[src/rtl/brj_pkg.sv]
package brj_pkg;

    typedef enum logic [2:0] {
        K_NONE,
        K_LTZ,
        K_GEZ,
        K_LEZ,
        K_GTZ,
        K_EQ,
        K_NE,
        K_JMP
    } br_kind_e;

    typedef struct packed {
        br_kind_e kind;
        logic     link;
    } br_dec_t;

    typedef enum logic {
        ST_IDLE,
        ST_SLOT
    } slot_state_e;

    localparam logic [5:0] OPC_REGIMM = 6'b000001;
    localparam logic [5:0] OPC_JUMP   = 6'b000010;
    localparam logic [5:0] OPC_JLINK  = 6'b000011;
    localparam logic [5:0] OPC_EQ     = 6'b000100;
    localparam logic [5:0] OPC_NE     = 6'b000101;
    localparam logic [5:0] OPC_LEZ    = 6'b000110;
    localparam logic [5:0] OPC_GTZ    = 6'b000111;

    localparam logic [4:0] RC_LTZ   = 5'b00000;
    localparam logic [4:0] RC_GEZ   = 5'b00001;
    localparam logic [4:0] RC_LTZ_L = 5'b10000;
    localparam logic [4:0] RC_GEZ_L = 5'b10001;

endpackage

[src/rtl/brj_decode.sv]
module brj_decode
    import brj_pkg::*;
(
    input  logic [5:0] opc,
    input  logic [4:0] cond_code,
    output br_dec_t    dec
);
    always_comb begin
        dec.kind = K_NONE;
        dec.link = 1'b0;
        case (opc)
            OPC_REGIMM: begin
                case (cond_code)
                    RC_LTZ:   dec.kind = K_LTZ;
                    RC_GEZ:   dec.kind = K_GEZ;
                    RC_LTZ_L: begin dec.kind = K_LTZ; dec.link = 1'b1; end
                    RC_GEZ_L: begin dec.kind = K_GEZ; dec.link = 1'b1; end
                    default:  dec.kind = K_NONE;
                endcase
            end
            OPC_JUMP:  dec.kind = K_JMP;
            OPC_JLINK: begin dec.kind = K_JMP; dec.link = 1'b1; end
            OPC_EQ:    dec.kind = K_EQ;
            OPC_NE:    dec.kind = K_NE;
            OPC_LEZ:   dec.kind = K_LEZ;
            OPC_GTZ:   dec.kind = K_GTZ;
            default:   dec.kind = K_NONE;
        endcase
    end
endmodule

[src/rtl/brj_cond.sv]
module brj_cond
    import brj_pkg::*;
#(
    parameter int XLEN = 32
) (
    input  br_kind_e          kind,
    input  logic [XLEN-1:0]   src_a,
    input  logic [XLEN-1:0]   src_b,
    output logic              taken
);
    logic neg;
    logic zero;
    logic same;

    assign neg  = src_a[XLEN-1];
    assign zero = (src_a == '0);
    assign same = (src_a == src_b);

    always_comb begin
        unique case (kind)
            K_LTZ:   taken = neg;
            K_GEZ:   taken = !neg;
            K_LEZ:   taken = neg || zero;
            K_GTZ:   taken = !neg && !zero;
            K_EQ:    taken = same;
            K_NE:    taken = !same;
            K_JMP:   taken = 1'b1;
            default: taken = 1'b0;
        endcase
    end
endmodule

[src/rtl/brj_target.sv]
module brj_target
    import brj_pkg::*;
#(
    parameter int XLEN  = 32,
    parameter int IDX_W = 26,
    parameter int IMM_W = 16
) (
    input  logic [XLEN-1:0]  pc,
    input  logic [IDX_W-1:0] idx,
    input  br_kind_e         kind,
    input  logic             taken,
    output logic [XLEN-1:0]  target
);
    localparam int REGION_LSB = IDX_W + 2;
    localparam int EXT_W      = XLEN - IMM_W - 2;

    logic [XLEN-1:0] seq4;
    logic [XLEN-1:0] seq8;
    logic [XLEN-1:0] rel_off;
    logic [XLEN-1:0] jmp_tgt;

    assign seq4    = pc + XLEN'(4);
    assign seq8    = pc + XLEN'(8);
    assign rel_off = {{EXT_W{idx[IMM_W-1]}}, idx[IMM_W-1:0], 2'b00};
    assign jmp_tgt = {seq4[XLEN-1:REGION_LSB], idx, 2'b00};

    always_comb begin
        if (kind == K_JMP)
            target = jmp_tgt;
        else if (taken)
            target = seq4 + rel_off;
        else
            target = seq8;
    end
endmodule

[src/rtl/brj_resolve_unit.sv]
module brj_resolve_unit
    import brj_pkg::*;
#(
    parameter int XLEN     = 32,
    parameter int RAW      = 5,
    parameter int LINK_REG = 31
) (
    input  logic            clk,
    input  logic            rst_n,
    input  logic            in_valid,
    input  logic [XLEN-1:0] in_pc,
    input  logic [31:0]     in_instr,
    input  logic [XLEN-1:0] in_rs_val,
    input  logic [XLEN-1:0] in_rt_val,
    input  logic            ext_wr_en,
    input  logic [RAW-1:0]  ext_wr_addr,
    input  logic [XLEN-1:0] ext_wr_data,
    output logic            res_valid,
    output logic            res_taken,
    output logic [XLEN-1:0] res_target,
    output logic            slot_err,
    output logic            wr_en,
    output logic [RAW-1:0]  wr_addr,
    output logic [XLEN-1:0] wr_data,
    output logic            in_delay_slot
);
    localparam int IDX_W = 26;
    localparam int IMM_W = 16;
    localparam logic [RAW-1:0] LINK_ADDR = RAW'(LINK_REG);

    br_dec_t         dec;
    logic            cond_taken;
    logic [XLEN-1:0] tgt;
    logic            is_br;
    logic            br_now;
    logic            link_now;
    slot_state_e     st_q;
    slot_state_e     st_d;

    brj_decode u_decode (
        .opc       (in_instr[31:26]),
        .cond_code (in_instr[20:16]),
        .dec       (dec)
    );

    brj_cond #(.XLEN(XLEN)) u_cond (
        .kind  (dec.kind),
        .src_a (in_rs_val),
        .src_b (in_rt_val),
        .taken (cond_taken)
    );

    brj_target #(.XLEN(XLEN), .IDX_W(IDX_W), .IMM_W(IMM_W)) u_target (
        .pc     (in_pc),
        .idx    (in_instr[IDX_W-1:0]),
        .kind   (dec.kind),
        .taken  (cond_taken),
        .target (tgt)
    );

    assign is_br    = (dec.kind != K_NONE);
    assign br_now   = in_valid && is_br;
    assign link_now = br_now && dec.link;

    always_comb begin
        st_d = st_q;
        unique case (st_q)
            ST_IDLE: if (br_now) st_d = ST_SLOT;
            ST_SLOT: if (in_valid && !is_br) st_d = ST_IDLE;
            default: st_d = ST_IDLE;
        endcase
    end

    always_ff @(posedge clk) begin
        if (!rst_n) st_q <= ST_IDLE;
        else        st_q <= st_d;
    end

    assign in_delay_slot = (st_q == ST_SLOT);

    always_ff @(posedge clk) begin
        if (!rst_n) begin
            res_valid  <= 1'b0;
            res_taken  <= 1'b0;
            res_target <= '0;
            slot_err   <= 1'b0;
            wr_en      <= 1'b0;
            wr_addr    <= '0;
            wr_data    <= '0;
        end else begin
            res_valid  <= br_now;
            res_taken  <= br_now && cond_taken;
            res_target <= br_now ? tgt : '0;
            slot_err   <= br_now && (st_q == ST_SLOT);
            if (link_now) begin
                wr_en   <= 1'b1;
                wr_addr <= LINK_ADDR;
                wr_data <= in_pc + XLEN'(8);
            end else if (ext_wr_en) begin
                wr_en   <= 1'b1;
                wr_addr <= ext_wr_addr;
                wr_data <= ext_wr_data;
            end else begin
                wr_en   <= 1'b0;
                wr_addr <= '0;
                wr_data <= '0;
            end
        end
    end

    // an error is only ever reported together with a resolved branch
    a_r9_err_with_result: assert property (@(posedge clk) disable iff (!rst_n)
        slot_err |-> (res_valid && in_delay_slot));

    // a not-taken result always points past the delay slot
    a_r2_not_taken_seq: assert property (@(posedge clk) disable iff (!rst_n)
        (res_valid && !res_taken) |-> (res_target == $past(in_pc) + XLEN'(8)));

    // a resolved branch always leaves the unit in the slot state
    a_r8_slot_after_branch: assert property (@(posedge clk) disable iff (!rst_n)
        res_valid |-> in_delay_slot);

    // a link request owns the write port the next cycle
    a_r7_link_priority: assert property (@(posedge clk) disable iff (!rst_n)
        link_now |=> (wr_en && wr_addr == LINK_ADDR));

    // no result without a valid instruction before it
    a_r11_no_spurious: assert property (@(posedge clk) disable iff (!rst_n)
        !in_valid |=> !res_valid);
endmodule

[config.mk]
export PLATFORM = sky130hd
export DESIGN_NAME = brj_resolve_unit
export DESIGN_NICKNAME = d
export VERILOG_FILES = /design/src/rtl/brj_pkg.sv /design/src/rtl/brj_decode.sv /design/src/rtl/brj_cond.sv /design/src/rtl/brj_target.sv /design/src/rtl/brj_resolve_unit.sv
export SDC_FILE = /design/constraint.sdc
export NUM_CORES = 1
export LEC_CHECK = 0
export BUFFER_PORTS_ARGS = -buffer_cell sky130_fd_sc_hd__clkbuf_2
export CORE_MARGIN = 2
export CORE_UTILIZATION = 30
export CTS_BUF_LIST = sky130_fd_sc_hd__clkbuf_8
export DETAILED_ROUTE_END_ITERATION = 7
export GPL_TIMING_DRIVEN = 0
export PLACE_DENSITY_LB_ADDON = 0.08
export SYNTH_ARGS = -nofsm -noshare
export SYNTH_HDL_FRONTEND = slang
export SYNTH_HIERARCHICAL = 1
export SYNTH_SLANG_ARGS = --single-unit
[constraint.sdc]
create_clock -name clk -period 5.2 [get_ports clk]
set_clock_uncertainty 0.2 [all_clocks]
set_input_delay 0.52 -clock clk [delete_from_list [all_inputs] [get_ports clk]]
set_output_delay 0.52 -clock clk [all_outputs]
set_load 0.02 [all_outputs]
==> results.json, run 1 <==
{
  "worst_skew_pair.late_latency_ns": 0.38,
  "gp_congestion": 0.856,
  "netlist_instances": 911,
  "path_cells": "clkbuf_2 > buf_2 > and4_1 > clkbuf_1 > nand2_1 > or2_2 > nor3_1 > xor2_1 > ha_1 > clkbuf_1 > and3_1 > and3_1 > a31oi_1 > a21oi_1 > a31oi_1 > nor2_1 > o41ai_1 > xor2_1 > o21ai_0 > and2_1",
  "firstDrtPassIters": 5,
  "slew_headroom_pct": 33.4,
  "setup_ws_ns": 0.359,
  "netlist_top_cells_count": "nand2_1, dfxtp_1, nor2_1, xor2_1, a21oi_1",
  "grt-ovfl-total": 0,
  "p_comb_share_pct": 33.4,
  "synth_cell_types": 74,
  "p_clk_share_pct": 31.2,
  "crit_fanout": 8,
  "p_switching_mw": 0.624,
  "drive_gt1_share_pct": 25.4,
  "synth_edf_count": 0,
  "setup_viol": 0,
  "fillers": 2551,
  "wire_per_inst_um": 18.5,
  "grtUsageTotal_pct": 22.2,
  "diodes": 0,
  "async_flop_share_pct": 0,
  "synth_area_per_cell_um2": 7.46,
  "layout.nets": 1370,
  "yosysMostFrequentCell": "nand2_1",
  "rows": 55,
  "p_int_mw": 1.04,
  "worst_ep_arrival_time_ns": 4.92,
  "dp_hpwl_um": 22000,
  "ys_seq_elements": 74,
  "area_delta_synth_final_pct": 26.1,
  "path_class": "input port to flip-flop",
  "syn_nets": 1118,
  "antenna_found_initial": 0,
  "fin_tns_setup_ns": 0,
  "ys.warnings.count": 6,
  "hold-path-cell-count": 3,
  "hold_end": "wr_data[13]$_SDFF_PN0_",
  "synth_top_area_cell": "dfxtp_1",
  "max_freq_mhz": 207,
  "vias": 7623,
  "post-route-min-period_ns": 4.84,
  "cts_resized": 0,
  "die_y_um": 155,
  "p_leak_nw": 3.78,
  "seq_power_share_pct": 35.4,
  "crit_buf_inv": 4,
  "outcome": "finished, final reports clean",
  "synth_top_area_share_pct": 21.8,
  "synth_ff_type": "dfxtp_1",
  "maxCapViolations": 0,
  "cts_max_path_buffers": 2,
  "cts_tree": "done",
  "cp.required_ns": 5.28,
  "cp_top_family": "simple AND/OR/NAND/NOR gates",
  "initial_utilization_pct": 30.3,
  "synthTopCellsByArea": "dfxtp_1, xor2_1, ha_1",
  "die_x_um": 155,
  "pre_cts_ws_ns": 0.0302,
  "ff2ff_setup_slack_ns": 4.37,
  "cp-start-kind": "input port",
  "synth.yosys.seq_area_share_pct": 21.8,
  "die_area_um2": 23900,
  "critPathSlowestCell": "o41ai_1",
  "via_per_inst": 5.25,
  "vdd_drop_max_v": 0.0000853,
  "ant_nets": 0,
  "rr_worst_depth": 1,
  "drtIter0Drc": 449,
  "cts_setup_buffers": 0,
  "powerDensity_nw_per_um2": 194,
  "endpoint_kind": "flip-flop",
  "hold_path_class": "input port to flip-flop",
  "hp-start": "ext_wr_data[13]",
  "min_period_over_period_pct": 93.1,
  "cts_hold_buf": 0,
  "root_buffer": "clkbuf_8",
  "critPathLaunch": "in_pc[5]",
  "synth_area_um2": 6800,
  "drc": 0,
  "hold_violations": 0,
  "core_um2": 22400,
  "slowest_delay_ns": 0.42,
  "cts_max_level": 3,
  "routed_wl_um": 26900,
  "clk_pin_slew_ns": 0.10,
  "grt_pass1_vias": 7383,
  "worstMarginPinSlew_ns": 0.992,
  "grt_pass1_wl_um": 40900,
  "cts-buffers-inserted": 9,
  "sw_frac_of_total_pct": 37.6,
  "grt_max_degree": 22,
  "cts_sinks": 74,
  "final_max_slew_viol_count": 0,
  "ioPinCount": 243,
  "grt_setup_unrepaired": "no",
  "numPortBuffers": 241
}
==> per-stage QoR <==
stage | hold slack (ns) | total power, mW | util, % | std cells | area [um^2]
2_1_floorplan | 0.365 | 0.936 | - | 911 | 6800
3_3_place_gp | 0.295 | 1.16 | 37.3 | 1437 | 8360
3_5_place_dp | 0.300 | 1.16 | 37.3 | 1437 | 8360
4_1_cts | 0.107 | 1.69 | 38.2 | 1453 | 8570
5_1_grt | 0.118 | 1.77 | 38.2 | 1453 | 8570
6_report | 0.131 | 1.66 | 38.2 | 1453 | 8570
==> worst max path at each step <==
stage                                            to  slack, ns  depth (start not counted)
after floorplan           res_target[31]$_SDFF_PN0_       0.95                         19
after global placement    res_target[30]$_SDFF_PN0_      0.007                         20
after detailed placement  res_target[30]$_SDFF_PN0_       0.03                         20
after CTS                 res_target[30]$_SDFF_PN0_       0.44                         20
after global routing      res_target[30]$_SDFF_PN0_       0.04                         20
final                     res_target[30]$_SDFF_PN0_       0.36                         20
==> state kept, by name (all words and copies together), names as in the netlist, named ones only <==
| register | flops |
|---|---|
| res_target | 32 |
| wr_data | 32 |
| wr_addr | 5 |
| res_taken | 1 |
| res_valid | 1 |
| slot_err | 1 |
| wr_en | 1 |
==> placed cells by master (no fill, tap or decap), types with 27 or more instances in the layout <==
| master | n |
|---|---|
| o21ai_0 | 56 |
| clkbuf_1 | 33 |
| clkbuf_2 | 244 |
| nand4_1 | 27 |
| xor2_1 | 64 |
| nand3_1 | 49 |
| ha_1 | 37 |
| dfxtp_1 | 74 |
| a21oi_1 | 63 |
| nand2_1 | 94 |
| nor2_1 | 74 |
| xnor2_1 | 50 |
| and2_1 | 42 |
==> per-layer routing <==
metal / vias up / wire, um / GRT usage (%)
met5: - / 0 / 0
met4: 0 / 587 / 6.70
met3: 32 / 1540 / 4.43
met2: 257 / 13300 / 38.8
met1: 3531 / 11500 / 27.4
li1: 3803 / - / -
==> kinds of logic after synthesis <==
group / after synthesis / share of synthesized area (%)
AOI/OAI and AO/OA: 216 / 20.1
xor gates and xnor gates: 114 / 14.7
adders and majority gates: 38 / 7.10
buffers and inverters: 61 / 3.63
DFF: 74 / 21.8
muxes: 4 / 0.589
and+or+nand+nor: 404 / 32.1
==> cell type report <==
| class | instances | area [um^2] | area share, % |
|---|---|---|---|
| plain buffers | 49 | 201 | 2.35 |
| clock buffers | 9 | 124 | 1.45 |
| clock inverters | 7 | 85.1 | 0.993 |
| inverters | 12 | 45.0 | 0.526 |
| multi-input cells | 776 | 5070 | 59.2 |
| flip-flops and latches | 74 | 1480 | 17.3 |
| well taps | 285 | 357 | 4.16 |
| repair buffers | 241 | 1210 | 14.1 |
==> power by group through the flow <==
stage          combinational (mW)  clock, mW  sequential [mW]
4_1_cts                     0.557      0.542            0.589
6_report                    0.555      0.518            0.589
3_5_place_dp                0.554          0            0.602
2_1_floorplan               0.311          0            0.625
3_3_place_gp                0.554          0            0.602
5_1_grt                     0.616      0.561            0.591
(Power assumes the default switching activity.)
==> inputs of run 2 (changes only) <==
--- a/config.mk
+++ b/config.mk
@@ -6,12 +6,13 @@
 export NUM_CORES = 1
 export LEC_CHECK = 0
 export BUFFER_PORTS_ARGS = -buffer_cell sky130_fd_sc_hd__clkbuf_2
-export CORE_MARGIN = 2
 export CORE_UTILIZATION = 30
 export CTS_BUF_LIST = sky130_fd_sc_hd__clkbuf_8
 export DETAILED_ROUTE_END_ITERATION = 7
 export GPL_TIMING_DRIVEN = 0
 export PLACE_DENSITY_LB_ADDON = 0.08
+export SKIP_LAST_GASP = 1
+export SLEW_MARGIN = 30
 export SYNTH_ARGS = -nofsm -noshare
 export SYNTH_HDL_FRONTEND = slang
 export SYNTH_HIERARCHICAL = 1
==> run 2 against run 1 <==
  * The flow now finishes with violations (DRC)
  * First-iteration DRC count down 12%
  * Final cell count shrank 0.34%
  * Die area down 2.6%
  * Critical path depth is the same
  * Utilization rose by 0.72 points
  * Count of clock-buffer cells in the layout stayed put
  * Combinational power barely moved
  * Sequential share of layout area hardly changed
  * Critical endpoint unchanged
==> results.json, run 2 (synthesis gave the netlist of run 1 again) <==
{
  "final_common_cell": "clkbuf_2",
  "cts_max_path_buffers": 2,
  "worstMarginPinSlew_ns": 0.920,
  "path_class": "input port to flip-flop",
  "outcome": "finished with violations",
  "fillers": 2443,
  "powerDensity_nw_per_um2": 194,
  "final_cells": 1448,
  "cts_resized": 0,
  "vias": 7668,
  "fin_tns_setup_ns": 0,
  "diodes": 0,
  "critPathSlowestCell": "o41ai_1",
  "firstDrtPassIters": 8,
  "maxCapViolations": 0,
  "top_usage_layer": "met2",
  "clk_pin_slew_ns": 0.10,
  "drtIter0Drc": 393,
  "area_delta_synth_final_pct": 26.1,
  "root_buffer": "clkbuf_8",
  "drc": 6,
  "cts_tree": "done",
  "crit_fanout": 8,
  "core_um2": 22000,
  "met2_usage_pct": 41.5,
  "vdd_drop_max_v": 0.000125,
  "place_inst": 1432,
  "post-route-min-period_ns": 4.83,
  "gp_congestion": 0.862,
  "met1_usage_pct": 28.5,
  "routed_wl_um": 26900,
  "p_total_mw": 1.66,
  "max_freq_mhz": 207,
  "endpoint_kind": "flip-flop",
  "grt_setup_unrepaired": "no",
  "cp_top_family": "simple AND/OR/NAND/NOR gates",
  "path_cells": "clkbuf_2 > buf_2 > and4_1 > clkbuf_1 > nand2_1 > or2_2 > nor3_1 > xor2_1 > ha_1 > clkbuf_1 > and3_1 > and3_1 > a211oi_1 > a21oi_1 > a31oi_1 > nor2_1 > o41ai_1 > xor2_1 > o21ai_0 > and2_1",
  "ant_nets": 0,
  "worst_skew_pair.late_latency_ns": 0.39,
  "grt-ovfl-total": 0,
  "p_leak_nw": 3.78,
  "rows": 54,
  "place_area_um2": 8360,
  "grt_max_degree": 22,
  "mostFrequentLayoutCells": "clkbuf_2, nand2_1, nor2_1, dfxtp_1, xor2_1",
  "hold_violations": 0,
  "crit_buf_inv": 4,
  "cts_setup_buffers": 0,
  "numPortBuffers": 241,
  "ioPinCount": 243,
  "grtUsageTotal_pct": 23.2,
  "cp-start-kind": "input port",
  "via_per_inst": 5.30,
  "cts_sinks": 74,
  "setup_viol": 0,
  "cts_hold_buf": 0,
  "dp_hpwl_um": 21800,
  "wire_per_inst_um": 18.6,
  "worst_ep_arrival_time_ns": 4.91,
  "utilization_pct": 38.9,
  "cts_max_level": 3,
  "violations": "DRC",
  "die_y_um": 153,
  "layout.nets": 1370,
  "final_max_slew_viol_count": 0,
  "hold_path_class": "input port to flip-flop",
  "initial_utilization_pct": 30.9,
  "grt_pass1_vias": 7440,
  "slew_headroom_pct": 38.2,
  "grt_pass1_wl_um": 41800,
  "die_x_um": 153,
  "drive_gt1_share_pct": 25.6,
  "min_period_over_period_pct": 93.0,
  "cp.required_ns": 5.28,
  "slowest_delay_ns": 0.41,
  "fin_area_um2": 8570,
  "cts-buffers-inserted": 9,
  "gr-usage-met3_pct": 4.10,
  "top_regs": "res_target (32), wr_data (32), wr_addr (5)",
  "die_area_um2": 23300,
  "antenna_found_initial": 0
}
==> run 2: cell counts in the layout (fill, tap and decap cells not counted) <==
No cell type changed its count.
==> run 2: worst paths after layout <==
kind	from	endpoint	slack (ns)	cells after the start
max reg2reg	flip-flop	flip-flop	4.37	1
min	ext_wr_addr[4]	wr_addr[4]$_SDFF_PN0_	0.14	3
max	in_pc[5]	res_target[30]$_SDFF_PN0_	0.37	20
min reg2reg	flip-flop	slot_err$_SDFF_PN0_	0.34	1
==> run 2: tightest hold or removal path: stages <==
cell,delay [ns]
clkbuf_2,0.08
nor2_1,0.03
nor2_1,0.06
==> run 2: per-stage QoR <==
step	hold slack, ns	worst slack [ns]
detailed placement	0.303	-0.00737
floorplan	0.365	0.951
global placement	0.297	-0.000721
global route	0.118	0.0732
finish	0.137	0.367
CTS	0.118	0.431
==> run 2: final cells by class <==
cell class              instances  area, um^2  area share [%]
clock inverters                 7        85.1           0.992
inverters                      12        45.0           0.525
clock buffers                   9         124            1.44
well taps                     280         350            4.09
plain buffers                  49         201            2.35
flip-flops and latches         74        1480            17.3
multi-input cells             776        5080            59.3
repair buffers                241        1210            14.1
==> run 2: per-layer routing <==
metal	up-vias	routed length [um]	share of wire, %
met2	277	13200	49
met3	34	1530	5.7
li1	3801	-	-
met4	0	525	2.0
met1	3556	11600	43
met5	-	0	0
==> run 2: power by group <==
group          switching (mW)  internal (mW)  total, mW
logic                   0.337          0.222      0.558
registers             0.00454          0.584      0.589
clock network           0.282          0.232      0.514
total                   0.623           1.04       1.66
==> inputs of run 3 (changes only) <==
--- a/config.mk
+++ b/config.mk
@@ -15,5 +15,4 @@
 export SLEW_MARGIN = 30
 export SYNTH_ARGS = -nofsm -noshare
 export SYNTH_HDL_FRONTEND = slang
-export SYNTH_HIERARCHICAL = 1
 export SYNTH_SLANG_ARGS = --single-unit
==> run 3 against run 2 <==
  * The flow now finishes without violations
  * Sequential share of layout area is 2.3 points higher
  * Sequential power decreased by 0.7%
  * Setup slack gained 0.16 ns
  * Synthesized area is 14% lower
  * Clock power is 2% higher
  * First-iteration DRC count shrank 6.9%
==> results.json, run 3 <==
{
  "slowest_delay_ns": 0.53,
  "p_leak_nw": 3.27,
  "cts_max_level": 3,
  "firstDrtPassIters": 5,
  "pre_cts_ws_ns": -0.112,
  "holdWs_ns": 0.147,
  "synth.yosys.seq_area_share_pct": 25.4,
  "drc": 0,
  "crit_fanout": 7,
  "cts_sinks": 74,
  "netlist_instances": 727,
  "grt_pass1_vias": 6193,
  "setup_ws_ns": 0.526,
  "synth_area_um2": 5830,
  "grt_max_degree": 18,
  "grt_pass1_wl_um": 34600,
  "post-route-min-period_ns": 4.67,
  "vias": 6236,
  "worst_ep_arrival_time_ns": 4.74,
  "synth_ff_type": "dfxtp_1",
  "hold_path_class": "input port to flip-flop",
  "synth_top_area_cell": "dfxtp_1",
  "drive_gt1_share_pct": 29.6,
  "fin_area_um2": 7580,
  "initial_utilization_pct": 30.8,
  "cp.required_ns": 5.26,
  "vdd_drop_max_v": 0.000103,
  "wire_per_inst_um": 18.6,
  "core_um2": 18900,
  "synth_cell_types": 70,
  "cts_max_path_buffers": 2,
  "mostFrequentLayoutCells": "clkbuf_2, nor2_1, xnor2_1",
  "grt_setup_unrepaired": "no",
  "clk_pin_slew_ns": 0.09,
  "die_area_um2": 20000,
  "endpoint_kind": "flip-flop",
  "grtUsageTotal_pct": 23.1,
  "maxCapViolations": 0,
  "root_buffer": "clkbuf_8",
  "powerDensity_nw_per_um2": 211,
  "area_delta_synth_final_pct": 30.2,
  "max_freq_mhz": 214,
  "fin_tns_setup_ns": 0,
  "via_per_inst": 5.02,
  "ioPinCount": 243,
  "ant_nets": 0,
  "synth_area_per_cell_um2": 8.01,
  "hold_violations": 0,
  "utilization_pct": 40.1,
  "cts-buffers-inserted": 9,
  "ys.warnings.count": 0,
  "ys_seq_elements": 74,
  "final_max_slew_viol_count": 0,
  "cp-start-kind": "input port",
  "syn_nets": 928,
  "hp-start": "ext_wr_addr[2]",
  "die_x_um": 141,
  "cts_hold_buf": 0,
  "cts_resized": 0,
  "cts_tree": "done",
  "outcome": "finished, final reports clean",
  "place_area_um2": 7350,
  "rows": 50,
  "dp_hpwl_um": 19000,
  "critPathLaunch": "in_pc[3]",
  "netlist_top_cells_count": "nor2_1, xnor2_1, dfxtp_1, nand2_1, a21oi_1",
  "synth_edf_count": 0,
  "top_regs": "res_target (32), wr_data (32), wr_addr (5)",
  "final_common_cell": "clkbuf_2",
  "worst_skew_pair.late_latency_ns": 0.37,
  "cts_setup_buffers": 0,
  "path_cells": "clkbuf_2 > ha_1 > nand3_2 > nor3_2 > and2_1 > buf_2 > nand4_1 > xnor2_1 > ha_1 > a21o_1 > a21o_1 > a2111oi_0 > nor4b_1 > or4_4 > nand4_1 > or3b_1",
  "numPortBuffers": 239,
  "setup_viol": 0,
  "yosysMostFrequentCell": "nor2_1",
  "drtIter0Drc": 366,
  "async_flop_share_pct": 0,
  "synthTopCellsByArea": "dfxtp_1, xnor2_1, ha_1",
  "grt-ovfl-total": 0,
  "critPathSlowestCell": "nor3_2",
  "gp_congestion": 0.917,
  "worstMarginPinSlew_ns": 0.753,
  "min_period_over_period_pct": 89.9,
  "antenna_found_initial": 0,
  "synth_top_area_share_pct": 25.4,
  "path_class": "input port to flip-flop",
  "routed_wl_um": 23100,
  "die_y_um": 141,
  "layout.nets": 1178,
  "diodes": 0,
  "slew_headroom_pct": 49.8
}
==> run 3: critical path: cells and delay by family <==
family | cells | cell delay [ns]
AOI/OAI and AO/OA | 3 | 0.87
xor gates and xnor gates | 1 | 0.25
adders and majority gates | 2 | 0.59
buffers and inverters | 2 | 0.36
and+or+nand+nor | 8 | 2.15
==> run 3: metal layers <==
layer / vias up / wire (um) / GRT usage [%]
li1: 3130 / - / -
met1: 2862 / 10800 / 30.2
met2: 219 / 10600 / 38.8
met3: 25 / 1270 / 3.95
met4: 0 / 369 / 6.46
met5: - / 0 / 0
==> run 3: through the flow <==
step | power (mW) | cells
3_3_place_gp | 1.09 | 1226
6_report | 1.60 | 1242
3_5_place_dp | 1.08 | 1226
2_1_floorplan | 0.899 | 727
4_1_cts | 1.61 | 1242
5_1_grt | 1.68 | 1242
==> run 3: final timing paths <==
check                                            endpoint  depth (start not counted)  slack (ns)
worst max register to register                  flip-flop                          2        4.40
worst max-delay path            res_target[31]$_SDFF_PP0_                         16        0.53
worst min-delay path                wr_addr[2]$_SDFF_PN0_                          3        0.15
worst min register to register                  flip-flop                          2        0.29
==> run 3: cells by family (layout without fill, tap and decap cells) <==
group / Yosys count / count (layout) / synth area share [%]
buffers and inverters: 41 / 296 / 2.96
AO/OA/AOI/OAI: 168 / 168 / 19.5
adder cells (fa/ha/maj): 32 / 32 / 7.00
AND/OR/NAND/NOR: 277 / 277 / 24.2
flip-flops: 74 / 74 / 25.4
XOR/XNOR: 106 / 106 / 15.9
multiplexers: 29 / 29 / 4.98
==> run 3: power by group <==
part / switching, mW / leakage, nW / internal [mW]
sequential: 0.00397 / 0.603 / 0.581
clock: 0.249 / 0.111 / 0.274
combinational: 0.284 / 2.55 / 0.207
total: 0.538 / 3.27 / 1.06
==> run 3: layout make-up <==
cell class | count | area (um^2)
Fill cell | 2095 | 11300
Clock inverter | 7 | 98.8
Multi-Input combinational cell | 612 | 4180
Buffer | 29 | 128
Timing Repair Buffer | 239 | 1200
Clock buffer | 9 | 124
Sequential cell | 74 | 1480
Tap cell | 260 | 325
Inverter | 12 | 45.0
